--- src/rtl/nibstack_ctrl.sv ---
module nibstack_ctrl #(
  parameter logic [6:0] BASE_ADDR = 7'h40
) (
  input  logic        clk,
  input  logic        rst_n,
  input  logic        req_valid,
  input  logic [1:0]  req_op,
  input  logic [11:0] req_pc,
  input  logic [3:0]  req_flags,
  output logic        req_ready,
  output logic        done,
  output logic [11:0] ret_pc,
  output logic [3:0]  ret_flags,
  input  logic        sp_wr_en,
  input  logic [3:0]  sp_wr_data,
  output logic [3:0]  sp_rd,
  output logic [6:0]  mem_addr,
  output logic        mem_we,
  output logic [3:0]  mem_wdata,
  output logic        mem_re,
  input  logic [3:0]  mem_rdata
);
  localparam logic [1:0] OP_RETI  = 2'd3;
  localparam logic [3:0] TOP_LOC  = 4'd14;
  localparam logic [3:0] BAD_LOC  = 4'd15;

  typedef enum logic [2:0] {S_IDLE, S_SAVE, S_BUMP, S_LOAD, S_LAST} state_t;
  state_t state;

  logic [1:0]  op_q, idx, prev_idx, last_idx;
  logic [3:0]  sp_q, flags_q, sp_dec, sp_inc;
  logic [11:0] pc_q;
  logic        rd_pend, save_end;

  assign last_idx  = op_q[0] ? 2'd3 : 2'd2;
  assign sp_dec    = (sp_q == 4'd0) ? TOP_LOC : sp_q - 4'd1;
  assign sp_inc    = (sp_q == TOP_LOC) ? 4'd0 : sp_q + 4'd1;
  assign save_end  = (state == S_SAVE) && (idx == last_idx);
  assign req_ready = (state == S_IDLE);
  assign sp_rd     = sp_q;
  assign mem_we    = (state == S_SAVE);
  assign mem_re    = (state == S_LOAD);
  assign mem_addr  = BASE_ADDR + {1'b0, sp_q, 2'b00} + {5'b0, idx};

  always_comb
    case (idx)
      2'd0:    mem_wdata = pc_q[3:0];
      2'd1:    mem_wdata = pc_q[7:4];
      2'd2:    mem_wdata = pc_q[11:8];
      default: mem_wdata = flags_q;
    endcase

  always_ff @(posedge clk)
    if (save_end)
      sp_q <= sp_dec;
    else if (state == S_BUMP)
      sp_q <= sp_inc;
    else if (sp_wr_en && sp_wr_data != BAD_LOC)
      sp_q <= sp_wr_data;

  always_ff @(posedge clk or negedge rst_n)
    if (!rst_n) begin
      state     <= S_IDLE;
      op_q      <= 2'd0;
      idx       <= 2'd0;
      prev_idx  <= 2'd0;
      rd_pend   <= 1'b0;
      done      <= 1'b0;
      pc_q      <= 12'd0;
      flags_q   <= 4'd0;
      ret_pc    <= 12'd0;
      ret_flags <= 4'd0;
    end else begin
      done     <= save_end || (state == S_LAST);
      rd_pend  <= (state == S_LOAD);
      prev_idx <= idx;
      if (rd_pend)
        case (prev_idx)
          2'd0:    ret_pc[3:0]  <= mem_rdata;
          2'd1:    ret_pc[7:4]  <= mem_rdata;
          2'd2:    ret_pc[11:8] <= mem_rdata;
          default: if (op_q == OP_RETI) ret_flags <= mem_rdata;
        endcase
      case (state)
        S_IDLE:
          if (req_valid) begin
            op_q    <= req_op;
            pc_q    <= req_pc;
            flags_q <= req_flags;
            idx     <= 2'd0;
            state   <= req_op[1] ? S_BUMP : S_SAVE;
          end
        S_SAVE:
          if (save_end) state <= S_IDLE;
          else          idx   <= idx + 2'd1;
        S_BUMP: begin
          idx   <= 2'd0;
          state <= S_LOAD;
        end
        S_LOAD:
          if (idx == last_idx) state <= S_LAST;
          else                 idx   <= idx + 2'd1;
        S_LAST:  state <= S_IDLE;
        default: state <= S_IDLE;
      endcase
    end
endmodule

--- config.mk ---
export PLATFORM = sky130hd
export DESIGN_NAME = nibstack_ctrl
export DESIGN_NICKNAME = d
export VERILOG_FILES = /design/src/rtl/nibstack_ctrl.sv
export SDC_FILE = /design/constraint.sdc
export NUM_CORES = 1
export LEC_CHECK = 0
export BUFFER_PORTS_ARGS = -buffer_cell sky130_fd_sc_hd__buf_2
export CAP_MARGIN = 20
export CORE_MARGIN = 2
export CORE_UTILIZATION = 50
export DETAILED_ROUTE_END_ITERATION = 6
export GPL_TIMING_DRIVEN = 0
export MAX_ROUTING_LAYER = met4
export PLACE_DENSITY = 0.77
export SYNTH_ARGS = -nofsm -noshare
export SYNTH_HDL_FRONTEND = slang
export SYNTH_SLANG_ARGS = --single-unit
--- constraint.sdc ---
create_clock -name clk -period 3 [get_ports clk]
set_input_delay 0 -clock clk [delete_from_list [all_inputs] [get_ports clk]]
set_output_delay 0 -clock clk [all_outputs]
set_load 0.005 [all_outputs]
Word level (Yosys, flattened, before mapping)
Index checks and enable logic that the tools add are counted.

Output and inout port bits: 35. Register bits: 47. Logic and storage cells: 69. Bits of input ports: 30.

Mux-type cells: 16. Bitwise gates (word level): 1. Reduce and logical (&&, ||, !) cells: 17. Eq/ne operators: 17. $add $sub $neg: 5.

Operator list (number): two-way mux 4 bit (5); one-hot mux 3 bit (4 select lines) (1); one-hot mux 4 bit (3 select lines) (1); two-way mux 3 bit (3); two-way mux 2 bit (4); one-hot mux 2 bit (4 select lines) (1); AND reduction 2 bit (4); adder 7 x 2 -> 7 bit (1); adder 7 x 6 -> 7 bit, first input constant (1); == test 2 bit, second input constant (3); == test 3 x 2 -> 1 bit, second input constant (2); != test 2 bit, second input constant (3); AND reduction 3 bit (2); adder 4 x 1 -> 4 bit, second input constant (1); == test 2 x 1 -> 1 bit, second input constant (2); == test 4 bit, second input constant (1); zero test 2 bit (2); zero test 4 bit (1); != test 2 x 1 -> 1 bit, second input constant (2); != test 4 bit, second input constant (1); AND reduction 4 bit (1); nonzero test 4 bit (1); subtractor 4 x 1 -> 4 bit, second input constant (1); == test 3 x 1 -> 1 bit, second input constant (1); other kinds (10) (11).

Logic depth before layout (Yosys ltp)
Gate-level depths: netlist (run 1).

Depth after elaboration: 5. Depth in mapped cells: 7. Gate-level depth less buffers: 6.

Worst setup path before layout (run 1)
Ideal clock, no wire load.

Path type: register to register. Start: register idx[1]. End: register sp_q[0], in the netlist sp_rd[0] (data pin). Path buffers: 0. Cell stages (with the launch flop): 5. Period minus slack after synthesis: 1.688 ns. Library setup time: 0.261 ns. Setup slack: 1.312 ns. Arrival: 1.427 ns. Data required time: 2.739 ns. Cell sequence: dfrtp_1 inv_1 nor4b_4 nor2_2 a221o_1.

Word-level cells in the longest chain between the ends: 3.

Ends and longest elaborated chain: from (decl) (line 30) `logic [1:0] op_q, idx, prev_idx, last_idx;`; from (signal assigned) (line 95) `else idx <= idx + 2'd1;`; from (signal assigned) (line 102) `else idx <= idx + 2'd1;`; == test 2 bit (line 38) `assign save_end = (state == S_SAVE) && (idx == last_idx);`; logical AND 1 bit (line 38); two-way mux 4 bit (line 54) `if (save_end)`; to (signal assigned) (line 55) `sp_q <= sp_dec;`; to (signal assigned) (line 57) `sp_q <= sp_inc;`; to (signal assigned) (line 59) `sp_q <= sp_wr_data;`; to (decl) (line 31) `logic [3:0] sp_q, flags_q, sp_dec, sp_inc;`.

No other way between the ends. A chain may end at the register's enable or synchronous reset.

Worst setup path in the final report (run 1)
Start: register idx[1]. End: output port mem_wdata[1].

Word-level cells in the longest chain between the ends: 2. Elaborated cells between the ends (all ways): 4. Those cells by class: eq/ne: 2; mux: 1; reduce/logical: 1.

Ends and longest elaborated chain: == test 2 bit, or another cell as far along (line 46) `case (idx)`; one-hot mux 4 bit (3 select lines) (*) (line 46); to (decl) (line 19) `output logic [3:0] mem_wdata,`.

Mark *: on every way between the ends. The rest lies on a longest branch, timed or not.

==> results.cfg, run 1 <==
[status]
status = complete, no violations

[synthesis]
async_flop_share = 0.9149
synth_nets = 219
synthFlopType = dfrtp_1
synth-edff-count = 4
ys_warn_count = 0
synth-seq-cells = 47
synth_cell_types = 45
syn_area_per_cell_um2 = 12.55
netlist_instances = 181
syn_area_um2 = 2271
ys_seq_area_frac = 0.5267

[clock_tree]
cts.repair.resized = 0
clockBufferDepth = 2
clock_latency_ps = 300
root_buffer = clkbuf_8
htree_levels = 2
numCtsBuffers = 5
cts_tree = built
cts_num_sinks = 47
path_clk_slew_ps = 90

[pwr]
vdd_ir_drop_max_mv = 0.5564
leakagePower_nw = 1.394
power_density_nw_per_um2 = 996.9

[timing]
min_period_ps = 1893
tns_ps = 0
slew_violations = 0
grt_setup_unrepaired = no
timing.final.crit_share = 0.6310
finalSetupViolCount = 0
fmax_mhz = 528.3
hold_viol = 0
worst_pin_slew_ps = 941.4
max_slew_margin = 0.3724
fin_skew_ps = 4.305

[setup_path]
critPathKind = reg2out
cp_data_arrival_time_ps = 1890
cp-start-kind = flip-flop
worstPathRequired_ps = 3000
critPathCaptureType = primary output
crit_fanout = 9

[routing]
routed_wl_um = 4833
post-route-drc-count = 0
drt_pass1_iterations = 4
drtIter0Drc = 88
via_count = 1734
viasPerCell = 5.287
wl_per_cell_um = 14.73
ant_nets = 0

[finish]
areaGrowthSynthToFinish_pct = 31.24
final_cell_mix = buf_2 (64), dfrtp_1 (43), mux2_2 (30)
drive_gt1_frac = 0.4239
antennaDiodeCount = 0
instances_no_fill = 328
layout_commonest_cell = buf_2
fill_cells = 312
nets = 313

[global_route]
antenna_found_initial = 0
grt_pass1_wl_um = 8224
track_usage = 0.2158
grt_pass1_vias = 1731
overflow = 0
grt_max_degree = 44

[floorplan]
die_width_um = 71.40
ios = 65
start_util = 0.5216
core_um2 = 4354
die_h_um = 71.40
row_count = 24
die_area_um2 = 5097

[placed_design]
hpwl_um = 3196
gp_congestion = 0.8610
portBuffers = 63
place_inst = 296

[worst_hold_path]
hold_class = in2reg

[run]
max-cap-violations = 0
-- synthesized netlist by cell type, drive strengths merged (2+ instances only) --
cell type,number,share of area
nand3b,3,0.0099
and2,3,0.0083
ha,8,0.044
nand2b,3,0.012
mux2i,4,0.018
edfxtp,4,0.053
buf,11,0.039
nor2,7,0.013
mux2,30,0.15
o21ai,7,0.015
dfrtp,43,0.47
a21oi,4,0.0088
nand2,10,0.017
a222oi,4,0.018
inv,11,0.018
nor3b,2,0.0066
a221o,2,0.0088
a211oi,2,0.0066
nor3,2,0.0044
-- sequential cells by signal, indices dropped and copies added (netlist names) --
signal and flops:
op_q 2, done 1, ret_flags 4, prev_idx 2
pc_q 12, rd_pend 1, ret_pc 12, state 3
sp_rd 4, flags_q 4, idx 2
-- critical path: stages (launching register included) --
cell and delay [ps]:
dfrtp_1 490, inv_1 160, ha_1 270, a222oi_1 390, mux2i_1 130, buf_2 150
-- layout make-up --
type | count | area [um^2] | share of cell area
Buffer | 12 | 91.34 | 0.03065
Multi-Input combinational cell | 111 | 942.2 | 0.3161
Clock buffer | 5 | 68.82 | 0.02309
Clock inverter | 3 | 20.02 | 0.006717
Inverter | 11 | 41.29 | 0.01385
Sequential cell | 47 | 1196 | 0.4013
Tap cell | 52 | 65.06 | 0.02183
Timing Repair Buffer | 87 | 555.5 | 0.1864
-- routing by layer --
layer  part of all wire  global-route usage
met1               0.43              0.2793
met2               0.49              0.3385
met3              0.052             0.03516
met4              0.029             0.09224
met5                  0                   -
-- where the power goes --
group | switching [mW] | total, mW | internal [mW]
logic | 0.620 | 1.37 | 0.755
registers | 0.233 | 1.21 | 0.981
clock network | 0.220 | 0.383 | 0.163
-- cells by family after synthesis --
family	after synthesis	share of synthesized area
adder cells (fa/ha/maj)	8	0.04408
multiplexers	34	0.1664
XOR/XNOR	2	0.007715
flip-flops	47	0.5267
other	1	0.001651
AND/OR/NAND/NOR	36	0.09587
AO/OA/AOI/OAI	30	0.09918
buffers and inverters	23	0.05840
-- timing repair --
item,4_1_cts,5_1_grt
hold endpoints to repair,78,0
hold buffers,24,0
setup endpoints to repair,0,0
setup buffers,0,0
-- worst paths after layout --
| kind | start | end | slack (ps) | cells after the start |
|---|---|---|---|---|
| min in group asynchronous | rst_n | flags_q[1] | 390 | 2 |
| hold reg to reg | ret_pc[10] | ret_pc[10] | 500 | 1 |
| max in group asynchronous | rst_n | pc_q[11] | 2030 | 2 |
| hold / removal | sp_wr_data[2] | sp_rd[2] | 10 | 2 |
| setup reg to reg | idx[1] | sp_rd[0] | 1120 | 4 |
| setup / recovery | idx[1] | mem_wdata[1] | 1110 | 5 |
-- stage by stage --
step / area [um^2] / worst slack [ps] / utilization / hold slack (ps) / power (mW)
2_1_floorplan: 2271 / 1312 / - / -295.6 / 2.087
3_3_place_gp: 2651 / 1114 / 0.6089 / 187.8 / 2.534
3_5_place_dp: 2651 / 1103 / 0.6089 / 197.2 / 2.574
4_1_cts: 2980 / 1077 / 0.6845 / 2.229 / 2.986
5_1_grt: 2980 / 970.4 / 0.6845 / 12.30 / 3.219
6_report: 2980 / 1107 / 0.6845 / 12.93 / 2.971
No activity file was read; power rests on OpenSTA's default activity.
==> inputs of run 2 (changes only) <==
==> constraint.sdc (replaced) <==
create_clock -name clk -period 1.96 [get_ports clk]
set_input_delay 0 -clock clk [delete_from_list [all_inputs] [get_ports clk]]
set_output_delay 0 -clock clk [all_outputs]
set_load 0.005 [all_outputs]
==> run 2 against run 1 <==
Hold slack got worse by 1.1 ps. Clock-buffer cell count did not move. Final area rose by 1.3%. Register-to-register slack got worse by 920 ps. Utilization rose by 0.92 points. Power rose by 56%. Highest routed layer unchanged. Clock power rose by 53%. Critical path type unchanged.
==> results.cfg, run 2 (same netlist as run 1, synthesis figures left out) <==
[status]
status = complete, no violations

[setup_path]
cp_data_arrival_time_ps = 1780
critPathKind = reg2out
critPathCaptureType = primary output
crit_chain = inv_1 > ha_1 > a222oi_1 > mux2i_1 > buf_2
worstPathRequired_ps = 1960
reg2reg_to = sp_rd[3]
reg2reg_setup_slack_ps = 200
cp_slowest_cell = dfrtp_2
crit_path_max_incr_delay_ps = 450
crit_fanout = 9
cp-start-kind = flip-flop
r2r_start = state[1]
reg2reg_depth = 5

[global_route]
grt_pass1_wl_um = 8224
overflow = 0
grt_pass1_vias = 1731
track_usage = 0.2158
antenna_found_initial = 0
grt_max_degree = 44

[timing]
worst_pin_slew_ps = 943.1
finalSetupViolCount = 0
fmax_mhz = 562.4
hold_viol = 0
tns_ps = 0
slew_violations = 0
grt_setup_unrepaired = no
max_slew_margin = 0.3713
min_period_ps = 1778
fin_skew_ps = 4.991
timing.final.crit_share = 0.9073

[clock_tree]
clock_latency_ps = 310
root_buffer = clkbuf_8
clockBufferDepth = 2
cts_num_sinks = 47
numCtsBuffers = 5
htree_levels = 2
path_clk_slew_ps = 90
cts_tree = built

[floorplan]
core_um2 = 4354
die_width_um = 71.40
ios = 65
die_area_um2 = 5097
row_count = 24
start_util = 0.5216
die_h_um = 71.40

[finish]
drive_gt1_frac = 0.4413
layout_commonest_cell = buf_2
final-seq-area_um2 = 1199
antennaDiodeCount = 0
fill_cells = 308
final_cell_mix = buf_2 (64), dfrtp_1 (41), mux2_2 (30)
nets = 318
multi_input_area_um2 = 942.2
areaGrowthSynthToFinish_pct = 33.00
largestRegisters = pc_q: 12 flops, ret_pc: 12 flops
final_core_util = 0.6937

[placed_design]
gp_congestion = 0.8610
hpwl_um = 3196
portBuffers = 63

[routing]
viasPerCell = 5.312
drt_pass1_iterations = 4
drtIter0Drc = 94
ant_nets = 0
via_count = 1769
routed_wl_um = 4935
post-route-drc-count = 0
wl_per_cell_um = 14.82

[worst_hold_path]
min_path_cells = 2
hold_end = sp_rd[2]
hp-start = sp_wr_data[2]
hold_class = in2reg

[run]
max-cap-violations = 0

[pwr]
vdd_ir_drop_max_mv = 0.8564
power_density_nw_per_um2 = 1534
leakagePower_nw = 1.417
[run 2: cell types whose count changed in the layout (fill, tap and decap cells not counted), sizes merged]
cell / before / now
buf: 74 / 79
[run 2: worst max-delay path by stage]
stage	to	depth (start not counted)	from
2_1_floorplan	sp_rd[0]	4	idx[1]
3_3_place_gp	sp_rd[0]	4	idx[1]
3_5_place_dp	sp_rd[0]	4	idx[1]
4_1_cts	mem_wdata[1]	5	idx[1]
5_1_grt	mem_wdata[1]	5	idx[1]
6_report	mem_wdata[1]	5	idx[1]
[run 2: metal layers]
metal | wire (um) | track usage
met5 | 0 | -
met4 | 138 | 0.09224
met3 | 265 | 0.03516
met2 | 2396 | 0.3385
met1 | 2135 | 0.2793
[run 2: power breakdown]
group | switching, mW | internal (mW)
combinational | 0.987 | 1.21
clock | 0.338 | 0.249
sequential | 0.343 | 1.51
total | 1.67 | 2.97
[run 2: area by class of cell]
cell class / instances / share of cell area
multi-input combinational: 111 / 0.3119
inverter: 11 / 0.01367
timing repair buffer: 92 / 0.1964
tap: 52 / 0.02154
clock inverter: 3 / 0.006628
buffer: 12 / 0.03024
clock buffer: 5 / 0.02278
sequential: 47 / 0.3969
[run 2: stage by stage]
step	power [mW]	instance area (um^2)	setup slack [ps]	hold slack, ps	cells
finish	4.634	3020	181.7	11.82	333
global route	5.007	3020	43.44	11.79	333
CTS	4.570	2980	37.09	2.229	328
detailed placement	3.940	2651	62.61	197.2	296
global placement	3.878	2651	74.40	187.8	296
floorplan	3.194	2271	271.9	-295.6	181
[run 2: worst max-delay path: cells and delay by family, from the launching register on]
kind / cells / cell delay [ps]
compound gates: 1 / 380
fa+ha+maj: 1 / 250
buf+inv: 2 / 260
flops: 1 / 450
mux: 1 / 130
[run 2: timing repair]
item,4_1_cts,5_1_grt
buffers inserted,0,5
gates resized for setup,0,2
hold buffers,24,0
hold endpoints to repair,78,0
setup endpoints to repair,0,7
